### src/rtl/nwc_pkg.sv
package nwc_pkg;
  // Strobes from the control half to the storage half
  typedef struct packed {
    logic capture;      // a probe is being answered this cycle
    logic touchHit;     // refresh recency of the probe's matching slot
    logic writeNew;     // admit a fill into a fresh or evicted slot
    logic writeUpdate;  // overwrite the slot already holding the fill address
    logic flush;        // empty every slot
  } nwc_strobe_t;
endpackage

### src/rtl/nwc_store.sv
module nwc_store
  import nwc_pkg::*;
#(
  parameter int ENTRIES = 16,
  parameter int ADDR_W  = 52,
  parameter int DATA_W  = 64,
  parameter int OFF_W   = 3
) (
  input  logic              clk,
  input  logic              rstN,
  input  nwc_strobe_t       strobe,
  input  logic [ADDR_W-1:0] lookupAddr,
  input  logic [ADDR_W-1:0] fillAddr,
  input  logic [DATA_W-1:0] fillData,
  output logic              lookupHit,
  output logic              fillHit,
  output logic [DATA_W-1:0] respData
);
  localparam int IDX_W = (ENTRIES > 1) ? $clog2(ENTRIES) : 1;
  localparam int TAG_W = ADDR_W - OFF_W;
  localparam logic [IDX_W-1:0] OLDEST = IDX_W'(ENTRIES - 1);

  logic [TAG_W-1:0]  tagQ  [ENTRIES];
  logic [DATA_W-1:0] dataQ [ENTRIES];
  logic [IDX_W-1:0]  ageQ  [ENTRIES];
  logic [ENTRIES-1:0] validQ;
  logic [ENTRIES-1:0] lookMatch, fillMatch;
  logic [TAG_W-1:0]  lookTag, fillTag;
  logic [IDX_W-1:0]  hitIdx, fillIdx, freeIdx, oldIdx, victimIdx, writeIdx, touchIdx;
  logic              anyFree, writeEn, touchEn;

  assign lookTag = lookupAddr[ADDR_W-1:OFF_W];
  assign fillTag = fillAddr[ADDR_W-1:OFF_W];

  // One comparator pair per slot
  for (genvar g = 0; g < ENTRIES; g++) begin : gCmp
    assign lookMatch[g] = validQ[g] && (tagQ[g] == lookTag);
    assign fillMatch[g] = validQ[g] && (tagQ[g] == fillTag);
  end

  assign lookupHit = |lookMatch;
  assign fillHit   = |fillMatch;

  // Priority encoders: lowest index wins
  always_comb begin
    hitIdx  = '0;
    fillIdx = '0;
    freeIdx = '0;
    oldIdx  = '0;
    anyFree = 1'b0;
    for (int i = ENTRIES - 1; i >= 0; i--) begin
      if (lookMatch[i]) hitIdx = IDX_W'(i);
      if (fillMatch[i]) fillIdx = IDX_W'(i);
      if (!validQ[i]) begin
        freeIdx = IDX_W'(i);
        anyFree = 1'b1;
      end
      if (ageQ[i] == OLDEST) oldIdx = IDX_W'(i);
    end
  end

  assign victimIdx = anyFree ? freeIdx : oldIdx;
  assign writeEn   = strobe.writeNew || strobe.writeUpdate;
  assign writeIdx  = strobe.writeUpdate ? fillIdx : victimIdx;
  assign touchEn   = writeEn || strobe.touchHit;
  assign touchIdx  = writeEn ? writeIdx : hitIdx;

  // Valid bits and recency ranks; ranks always form a permutation
  always_ff @(posedge clk or negedge rstN) begin
    if (!rstN) begin
      validQ <= '0;
      for (int i = 0; i < ENTRIES; i++) ageQ[i] <= IDX_W'(i);
    end else if (strobe.flush) begin
      validQ <= '0;
      for (int i = 0; i < ENTRIES; i++) ageQ[i] <= IDX_W'(i);
    end else begin
      if (writeEn) validQ[writeIdx] <= 1'b1;
      if (touchEn) begin
        for (int i = 0; i < ENTRIES; i++) begin
          if (IDX_W'(i) == touchIdx) ageQ[i] <= '0;
          else if (ageQ[i] < ageQ[touchIdx]) ageQ[i] <= ageQ[i] + 1'b1;
        end
      end
    end
  end

  // Tag and data storage, no reset needed
  always_ff @(posedge clk) begin
    if (writeEn && !strobe.flush) begin
      tagQ[writeIdx]  <= fillTag;
      dataQ[writeIdx] <= fillData;
    end
  end

  // Response data register
  always_ff @(posedge clk or negedge rstN) begin
    if (!rstN) respData <= '0;
    else if (strobe.capture && lookupHit) respData <= dataQ[hitIdx];
    else respData <= '0;
  end
endmodule

### src/rtl/nwc_ctrl.sv
module nwc_ctrl
  import nwc_pkg::*;
#(
  parameter int LVL_W           = 2,
  parameter int CNT_W           = 32,
  parameter bit CACHE_NESTED_L1 = 1'b0
) (
  input  logic             clk,
  input  logic             rstN,
  input  logic             lookupValid,
  input  logic             fillValid,
  input  logic             fillNested,
  input  logic [LVL_W-1:0] fillLevel,
  input  logic             flush,
  input  logic             lookupHit,
  input  logic             fillHit,
  output nwc_strobe_t      strobe,
  output logic             respValid,
  output logic             respHit,
  output logic [CNT_W-1:0] hitCount,
  output logic [CNT_W-1:0] missCount
);
  logic lowestLevel, refused, admit;

  // Admission rule: level 1 guest entries never, level 1 nested per parameter
  assign lowestLevel = (fillLevel == '0);
  assign refused     = lowestLevel && (!fillNested || !CACHE_NESTED_L1);
  assign admit       = fillValid && !flush && !refused;

  always_comb begin
    strobe.flush       = flush;
    strobe.capture     = lookupValid;
    strobe.writeUpdate = admit && fillHit;
    strobe.writeNew    = admit && !fillHit;
    // a fill in the same cycle owns the recency update
    strobe.touchHit    = lookupValid && lookupHit && !admit && !flush;
  end

  always_ff @(posedge clk or negedge rstN) begin
    if (!rstN) begin
      respValid <= 1'b0;
      respHit   <= 1'b0;
      hitCount  <= '0;
      missCount <= '0;
    end else begin
      respValid <= lookupValid;
      respHit   <= lookupValid && lookupHit;
      if (lookupValid) begin
        if (lookupHit) hitCount <= hitCount + 1'b1;
        else missCount <= missCount + 1'b1;
      end
    end
  end
endmodule

### src/rtl/nested_walk_cache.sv
module nested_walk_cache
  import nwc_pkg::*;
#(
  parameter int ENTRIES         = 16,
  parameter int ADDR_W          = 52,
  parameter int DATA_W          = 64,
  parameter int LVL_W           = 2,
  parameter int CNT_W           = 32,
  parameter bit CACHE_NESTED_L1 = 1'b0
) (
  input  logic              clk,
  input  logic              rstN,
  input  logic              lookupValid,
  input  logic [ADDR_W-1:0] lookupAddr,
  input  logic              fillValid,
  input  logic [ADDR_W-1:0] fillAddr,
  input  logic [DATA_W-1:0] fillData,
  input  logic              fillNested,
  input  logic [LVL_W-1:0]  fillLevel,
  input  logic              flush,
  output logic              respValid,
  output logic              respHit,
  output logic [DATA_W-1:0] respData,
  output logic [CNT_W-1:0]  hitCount,
  output logic [CNT_W-1:0]  missCount
);
  localparam int OFF_W = 3;  // entries are 8 bytes

  nwc_strobe_t strobe;
  logic lookupHit, fillHit;

  nwc_ctrl #(
    .LVL_W(LVL_W), .CNT_W(CNT_W), .CACHE_NESTED_L1(CACHE_NESTED_L1)
  ) u_ctrl (
    .clk(clk), .rstN(rstN), .lookupValid(lookupValid), .fillValid(fillValid),
    .fillNested(fillNested), .fillLevel(fillLevel), .flush(flush),
    .lookupHit(lookupHit), .fillHit(fillHit), .strobe(strobe),
    .respValid(respValid), .respHit(respHit),
    .hitCount(hitCount), .missCount(missCount)
  );

  nwc_store #(
    .ENTRIES(ENTRIES), .ADDR_W(ADDR_W), .DATA_W(DATA_W), .OFF_W(OFF_W)
  ) u_store (
    .clk(clk), .rstN(rstN), .strobe(strobe), .lookupAddr(lookupAddr),
    .fillAddr(fillAddr), .fillData(fillData), .lookupHit(lookupHit),
    .fillHit(fillHit), .respData(respData)
  );
endmodule

### config.mk
export PLATFORM = sky130hd
export DESIGN_NAME = nested_walk_cache
export DESIGN_NICKNAME = d
export VERILOG_FILES = /design/src/rtl/nwc_pkg.sv /design/src/rtl/nwc_store.sv /design/src/rtl/nwc_ctrl.sv /design/src/rtl/nested_walk_cache.sv
export SDC_FILE = /design/constraint.sdc
export NUM_CORES = 2
export LEC_CHECK = 0
export BUFFER_PORTS_ARGS = -buffer_cell sky130_fd_sc_hd__buf_2
export CORE_ASPECT_RATIO = 0.5
export CORE_MARGIN = 1.5
export CORE_UTILIZATION = 57
export CTS_CLUSTER_DIAMETER = 40
export DETAILED_ROUTE_END_ITERATION = 10
export PLACE_DENSITY = 0.75
export SYNTH_ARGS = -nofsm -noshare
export SYNTH_HDL_FRONTEND = slang
export SYNTH_SLANG_ARGS = --single-unit
### constraint.sdc
create_clock -name clk -period 8.4 [get_ports clk]
set_clock_uncertainty 0.1 [all_clocks]
set_input_delay 2.1 -clock clk [delete_from_list [all_inputs] [get_ports clk]]
set_output_delay 2.1 -clock clk [all_outputs]
set_load 0.05 [all_outputs]
# ---- Word level (Yosys, flattened, before mapping)
# Memories as Yosys holds them, arrays and structs flattened.
# Index checks and enable logic that the tools add are counted.
dict set report classes {
  n_eq_ne 63
  shifts 0
  reduce_logical 87
  n_div 0
  n_lt_le_gt_ge 19
  n_mul 0
  addsub 18
  n_bitwise 3
  muxes 127
}
# cell n
set ops {}
lappend ops {{49-bit == test} 32}
lappend ops {{4-bit two-way mux} 101}
lappend ops {{64-bit two-way mux} 3}
lappend ops {{32-bit by 1-bit adder with 32-bit output (second input constant)} 2}
lappend ops {{4-bit by 1-bit adder with 4-bit output (second input constant)} 16}
lappend ops {{4-bit == test (second input constant)} 16}
lappend ops {{4-bit < comparator} 16}
lappend ops {{3-bit nonzero test} 16}
lappend ops {{1-bit logical AND} 41}
lappend ops {{2-bit AND reduction} 18}
lappend ops {{4-bit == test (first input constant)} 8}
lappend ops {{16-bit two-way mux} 2}
lappend ops {{16-bit OR reduction} 2}
lappend ops {{1-bit two-way mux} 19}
lappend ops {{4-bit binary-select mux with 4-bit select} 1}
lappend ops {{3-bit by 4-bit == test with 1-bit output (first input constant)} 4}
lappend ops {{16-bit OR} 1}
lappend ops {{2-bit by 4-bit == test with 1-bit output (first input constant)} 2}
lappend ops {{5-bit >= comparator (second input constant)} 1}
lappend ops {{4-bit by 5-bit < comparator with 1-bit output (second input constant)} 1}
lappend ops {{4-bit inverter with 5-bit output} 1}
lappend ops {{1-bit demux with 4-bit select} 1}
lappend ops {{1-bit by 4-bit == test with 1-bit output (first input constant)} 1}
lappend ops {{4-bit by 1-bit >= comparator with 1-bit output (second input constant)} 1}
lappend ops {{6 further kinds} 11}
dict set report word_totals {
  elab_cells 341
  mem_count 2
  rom_bits 0
  register_bits 210
  mem_bits_rw 1808
  latch_bits 0
  inputBits 176
  out_inout_bits 130
}
# name words width read_ports rd_clocked_by_memory_dff write_ports line_no
set mem_list {}
lappend mem_list {u_store.dataQ 16 64 1 0 1 nwc_store.sv:24} ;# logic [DATA_W-1:0] dataQ [ENTRIES];
lappend mem_list {u_store.tagQ 16 49 16 0 1 nwc_store.sv:23} ;# logic [TAG_W-1:0] tagQ [ENTRIES];

# ---- Longest topological paths before layout
dict set report depth {
  depth_word 29
  ltp_mapped 24
  ltp_nobuf 21
}

# ---- By module
# Synthesis repeated with hierarchy kept, for this count alone.
dict set report unflattened {
  hier_cells 6969
  area_unflattened_um2 94924.8
}
# module cells_per_inst seq_area_each_um2 area_each_um2 instances
set modules_own_cells {}
lappend modules_own_cells {nwc_store 6720 57935.6 91973.2 1}
lappend modules_own_cells {nwc_ctrl 249 1651.6 2951.6 1}

# ---- Worst setup path before layout
# OpenSTA, ideal clock, no wires.
dict set report synth_path {
  kind {input to register}
  startpoint {input port fillAddr[20]}
  endpoint {memory u_store.dataQ[3][0] (enable)}
  setup_time_ns 0.588
  arrival_ns 9.343
  path_buffers 2
  cell_stages 13
  path_slack_ns -1.631
  required_ns 7.712
  cell_sequence {buf_2 > buf_4 > xor2_1 > nor4_1 > nand3_1 > nor4_1 > o21ba_2 > o21ai_1 > a31oi_1 > o31ai_1 > o21ai_0 > or2_2 > nor2_1}
}
dict set report synth_via {
  elab_chain_len 19
  word_cells_on_any_way 57
  cone_classes {eq/ne: 16; mux: 19; reduce/logical: 22}
}
# item line_no
set synth_lines {}
lappend synth_lines {{start: declaration} nested_walk_cache.sv:16} ;# input logic [ADDR_W-1:0] fillAddr,
lappend synth_lines {{49-bit == test} nwc_store.sv:38} ;# assign fillMatch[g] = validQ[g] && (tagQ[g] == fillTag);
lappend synth_lines {{1-bit logical AND} nwc_store.sv:38}
lappend synth_lines {{4-bit two-way mux (16 in series)} nwc_store.sv:53} ;# if (fillMatch[i]) fillIdx = IDX_W'(i);
lappend synth_lines {{4-bit two-way mux} nwc_store.sv:64} ;# assign writeIdx = strobe.writeUpdate ? fillIdx : victimIdx;
lappend synth_lines {{end: declaration} nwc_store.sv:24}
# Parallel ways exist; a longest one is shown, timed or not.

# ---- Worst setup path after layout
dict set report layout_path {
  startpoint {input port lookupAddr[23]}
  endpoint {register u_store.ageQ[23] in the netlist's numbering}
}
dict set report layout_via {
  elab_chain_len 26
  word_cells_on_any_way 66
  cone_classes {order compare: 1; eq/ne: 17; mux: 23; bitwise: 1; reduce/logical: 24}
}
# item line_no
set layout_lines {}
lappend layout_lines {{start: declaration} nested_walk_cache.sv:14} ;# input logic [ADDR_W-1:0] lookupAddr,
lappend layout_lines {{49-bit == test} nwc_store.sv:37} ;# assign lookMatch[g] = validQ[g] && (tagQ[g] == lookTag);
lappend layout_lines {{1-bit logical AND} nwc_store.sv:37}
lappend layout_lines {{4-bit two-way mux (16 in series)} nwc_store.sv:52} ;# if (lookMatch[i]) hitIdx = IDX_W'(i);
lappend layout_lines {{4-bit two-way mux} nwc_store.sv:66} ;# assign touchIdx = writeEn ? writeIdx : hitIdx;
lappend layout_lines {{4-bit inverter with 5-bit output (not written as such)} nwc_store.sv:81} ;# else if (ageQ[i] < ageQ[touchIdx]) ageQ[i] <= ageQ[i] + 1'b1;
lappend layout_lines {{4-bit binary-select mux with 4-bit select} nwc_store.sv:81}
lappend layout_lines {{4-bit two-way mux (not written as such) (2 in series)} nwc_store.sv:81}
lappend layout_lines {{4-bit < comparator} nwc_store.sv:81}
lappend layout_lines {{3-bit nonzero test (no line)} --}
lappend layout_lines {{2-bit AND reduction (no line)} --}
lappend layout_lines {{end signal: indexed assignment} nwc_store.sv:80} ;# if (IDX_W'(i) == touchIdx) ageQ[i] <= '0;
lappend layout_lines {{end: declaration} nwc_store.sv:25} ;# logic [IDX_W-1:0] ageQ [ENTRIES];
# Parallel ways exist; a longest one is shown, timed or not. The select of a mux whose other input is x is not followed.
# A chain may end at the register's enable or synchronous reset.

==> results.cfg <==
[run_status]
status = completed

[yosys]
async_flop_share_pct = 10.4
yosys.area_share.simple_pct = 9.25
synth_ff_type = edfxtp_1
ys_types = 107
synth_area_leaders = edfxtp_1, xnor2_1, xor2_1
yosysTopAreaCell = edfxtp_1
seq_area_frac_synth_pct = 62.3
synth_seq_cells = 2018
synth.top_cell.area_share_pct = 56.8
yosysWarnings = 0
synth_commonest_cells = edfxtp_1, xnor2_1, xor2_1
yosys.area_share.adder_pct = 0.864
yosysMostFrequentCell = edfxtp_1
synth_top_family_by_area = XOR/XNOR gates
synth-compound-area-share_pct = 7.86
synth.avg_cell_area_um2 = 13.6
netlist_area_um2 = 95600
synth-edff-count = 1808
synth_xor_area_share_pct = 13.0
syn_nets = 7283
synth_cells = 7041
synth.area.mux_share_pct = 3.89

[worst_setup_path]
critPathKind = in2reg
startpoint = lookupAddr[23]
start_kind = primary input
required_ps = 9040
crit_fanout = 16
cp.arrival_ps = 8230
r2r_start = u_store.tagQ[3][18]$_DFFE_PP_
crit_path_end_kind = flop

[power_and_ir_drop]
pwr-share-clk_pct = 39.9
powerDensity_nw_per_um2 = 199
power_switching_w = 0.00532
p_sw_share_pct = 24.4
internal-power_w = 0.0165
ir_worst_vdd_mv = 0.180
power_frac_seq_pct = 51.1
power_frac_comb_pct = 9.0
p_leak_nw = 37.0
power_w = 0.0218

[placement]
dp.cells = 9647
dpl.hpwl_mm = 211
routabilityCongestion = 1.07
port_buffers = 298

[flow_run]
cap_viol_max_count = 0

[clocking]
h-tree-depth = 4
insertion_delay_ps = 880
root_buffer = clkbuf_16
clk_path_buf_depth = 4
cts_tree = done
cts_buffers = 193
cts_setup_buffers = 0
cts.sink_count = 2018
cts_resized = 0
path_clk_slew_ps = 60
holdBufCountCts = 0

[floorplanning]
pin_count = 306
dieArea_um2 = 170000
die_x_um = 582
rows = 106
design.core.area_um2 = 167000
initial_core_util_pct = 57.3
die_height_um = 293

[detailed_routing]
drt-total-wl_mm = 325
vias = 65891
drt-initial-drc-count = 10201
dr.pass1.iters = 8
post_drt_wl_per_cell_um = 32.5
vias_per_cell = 6.59
ant_nets = 0
drc = 0

[final_layout]
num-nets-final = 7870
final_cells = 10005
drive_above_1_share_pct = 15.9
area_growth_pct = 14.5

[timing]
tns_ps = 0
fin_crit_sh_pct = 90.4
min_period_ps = 7590
fmax_ghz = 0.132
tightest_slew_ps = 1280
maxSlewHeadroom_pct = 14.7
finalHoldViolCount = 0
drv_slew = 0
setup_violations = 0
rsz0062_at_grt = false

[global_routing]
antenna_found_initial = 37
grt_max_degree = 199
groute.usage.overall_pct = 37.7
first_global_vias = 62000
grt-ovfl-total = 0
grt_pass1_wl_mm = 456

[worst_hold_path]
hold_class = reg2reg
hp-start = u_ctrl.missCount[31]$_DFFE_PN0P_
==> kinds of logic (layout without fill, tap and decap cells) <==
family          after synthesis  after routing
xor+xnor                   1419           1419
other cells                   0             13
fa+ha+maj                    66             66
mux                         354            354
simple gates               1559           1559
buf+inv                     554           1291
flops                      2018           2018
compound gates             1071           1071
==> path summary, 6_finish.rpt <==
kind / end / slack [ps] / cells after the start
max: u_store.ageQ[23]$_DFFE_PN1P_ / 810 / 22
min: u_ctrl.missCount[31]$_DFFE_PN0P_ / 360 / 1
max reg2reg: u_store.ageQ[23]$_DFFE_PN1P_ / 2190 / 20
min reg2reg: u_ctrl.missCount[31]$_DFFE_PN0P_ / 360 / 1
max in group asynchronous: u_store.respData[38]$_DFF_PN0_ / 5640 / 2
min in group asynchronous: u_ctrl.missCount[6]$_DFFE_PN0P_ / 1210 / 1
==> layer usage <==
layer  GRT usage, %  share of wire, %  vias up
met5          0.308             0.073        -
met4           18.6               5.9       24
met3           11.3                14      963
met2           54.5                42     4570
met1           52.1                38    32760
li1               -                 -    27574
==> registers in the layout, indices dropped and copies added, names as in the netlist <==
| signal | count |
|---|---|
| u_store.dataQ | 1024 |
| u_store.tagQ | 784 |
| u_store.ageQ | 64 |
| u_store.respData | 64 |
| u_ctrl.hitCount | 32 |
| u_ctrl.missCount | 32 |
| u_store.validQ | 16 |
| u_ctrl.respHit | 1 |
| u_ctrl.respValid | 1 |
==> power by group through the flow <==
stage	logic [W]	clock network, W	registers (W)
3_3_place_gp	0.00185	0	0.0113
6_report	0.00197	0.00870	0.0111
4_1_cts	0.00189	0.00873	0.0111
3_5_place_dp	0.00188	0	0.0114
2_1_floorplan	0.000928	0	0.0114
5_1_grt	0.00203	0.00911	0.0111
==> cell type report <==
cell class | count | area, um2
Antenna cell | 13 | 32.5
Clock buffer | 250 | 5230
Clock inverter | 95 | 911
Fill cell | 12019 | 57400
Inverter | 138 | 518
Multi-Input combinational cell | 4469 | 33500
Sequential cell | 2018 | 59600
Tap cell | 2214 | 2770
Timing Repair Buffer | 808 | 6880
==> cell usage in the layout, fill, tap and decap left out, types with 26 or more instances in the layout <==
master and count:
edfxtp_1 1808, xnor2_1 860, xor2_1 559, buf_4 386, a211oi_1 332, mux2i_1 332
buf_2 297, nand4_1 267, nand2_1 247, nor2b_1 220, nor4_1 198, clkbuf_16 194
o21ai_0 180, dfrtp_1 178, a21oi_1 171, buf_12 124, inv_1 121, nor2_1 115
nand2b_1 101, and3_1 89, nand3_1 82, and2_1 78, ha_1 66, nor3_1 52
clkbuf_1 40, o2111ai_1 38, a21o_1 38, clkinv_2 34, dfstp_2 32, o22ai_1 30
o2bb2ai_1 29, o221ai_1 26
==> stage by stage <==
step / hold WS (ps) / setup WS (ps) / util [%] / cell area, um2
2_1_floorplan: 402 / -1630 / - / 95600
3_3_place_gp: 352 / 251 / 61.9 / 103000
3_5_place_dp: 353 / 269 / 61.9 / 103000
4_1_cts: 365 / 1120 / 65.6 / 109000
5_1_grt: 382 / 690 / 65.6 / 109000
6_report: 360 / 810 / 65.6 / 109000
==> critical path, cell delays in order <==
cell and delay, ps:
buf_2 920, buf_4 270, xor2_1 150, nor4_1 80, nand2_1 210, nor4_2 80
buf_4 180, nor4_1 680, or3b_4 490, nand2b_1 170, nand2b_1 130, buf_12 170
buf_4 120, mux4_2 520, mux2_2 280, o21ai_1 180, buf_4 280, ha_1 270
a21boi_1 140, nor2_1 260, a21oi_1 120, a2111o_1 400
Power figures use the tool's default switching activity.
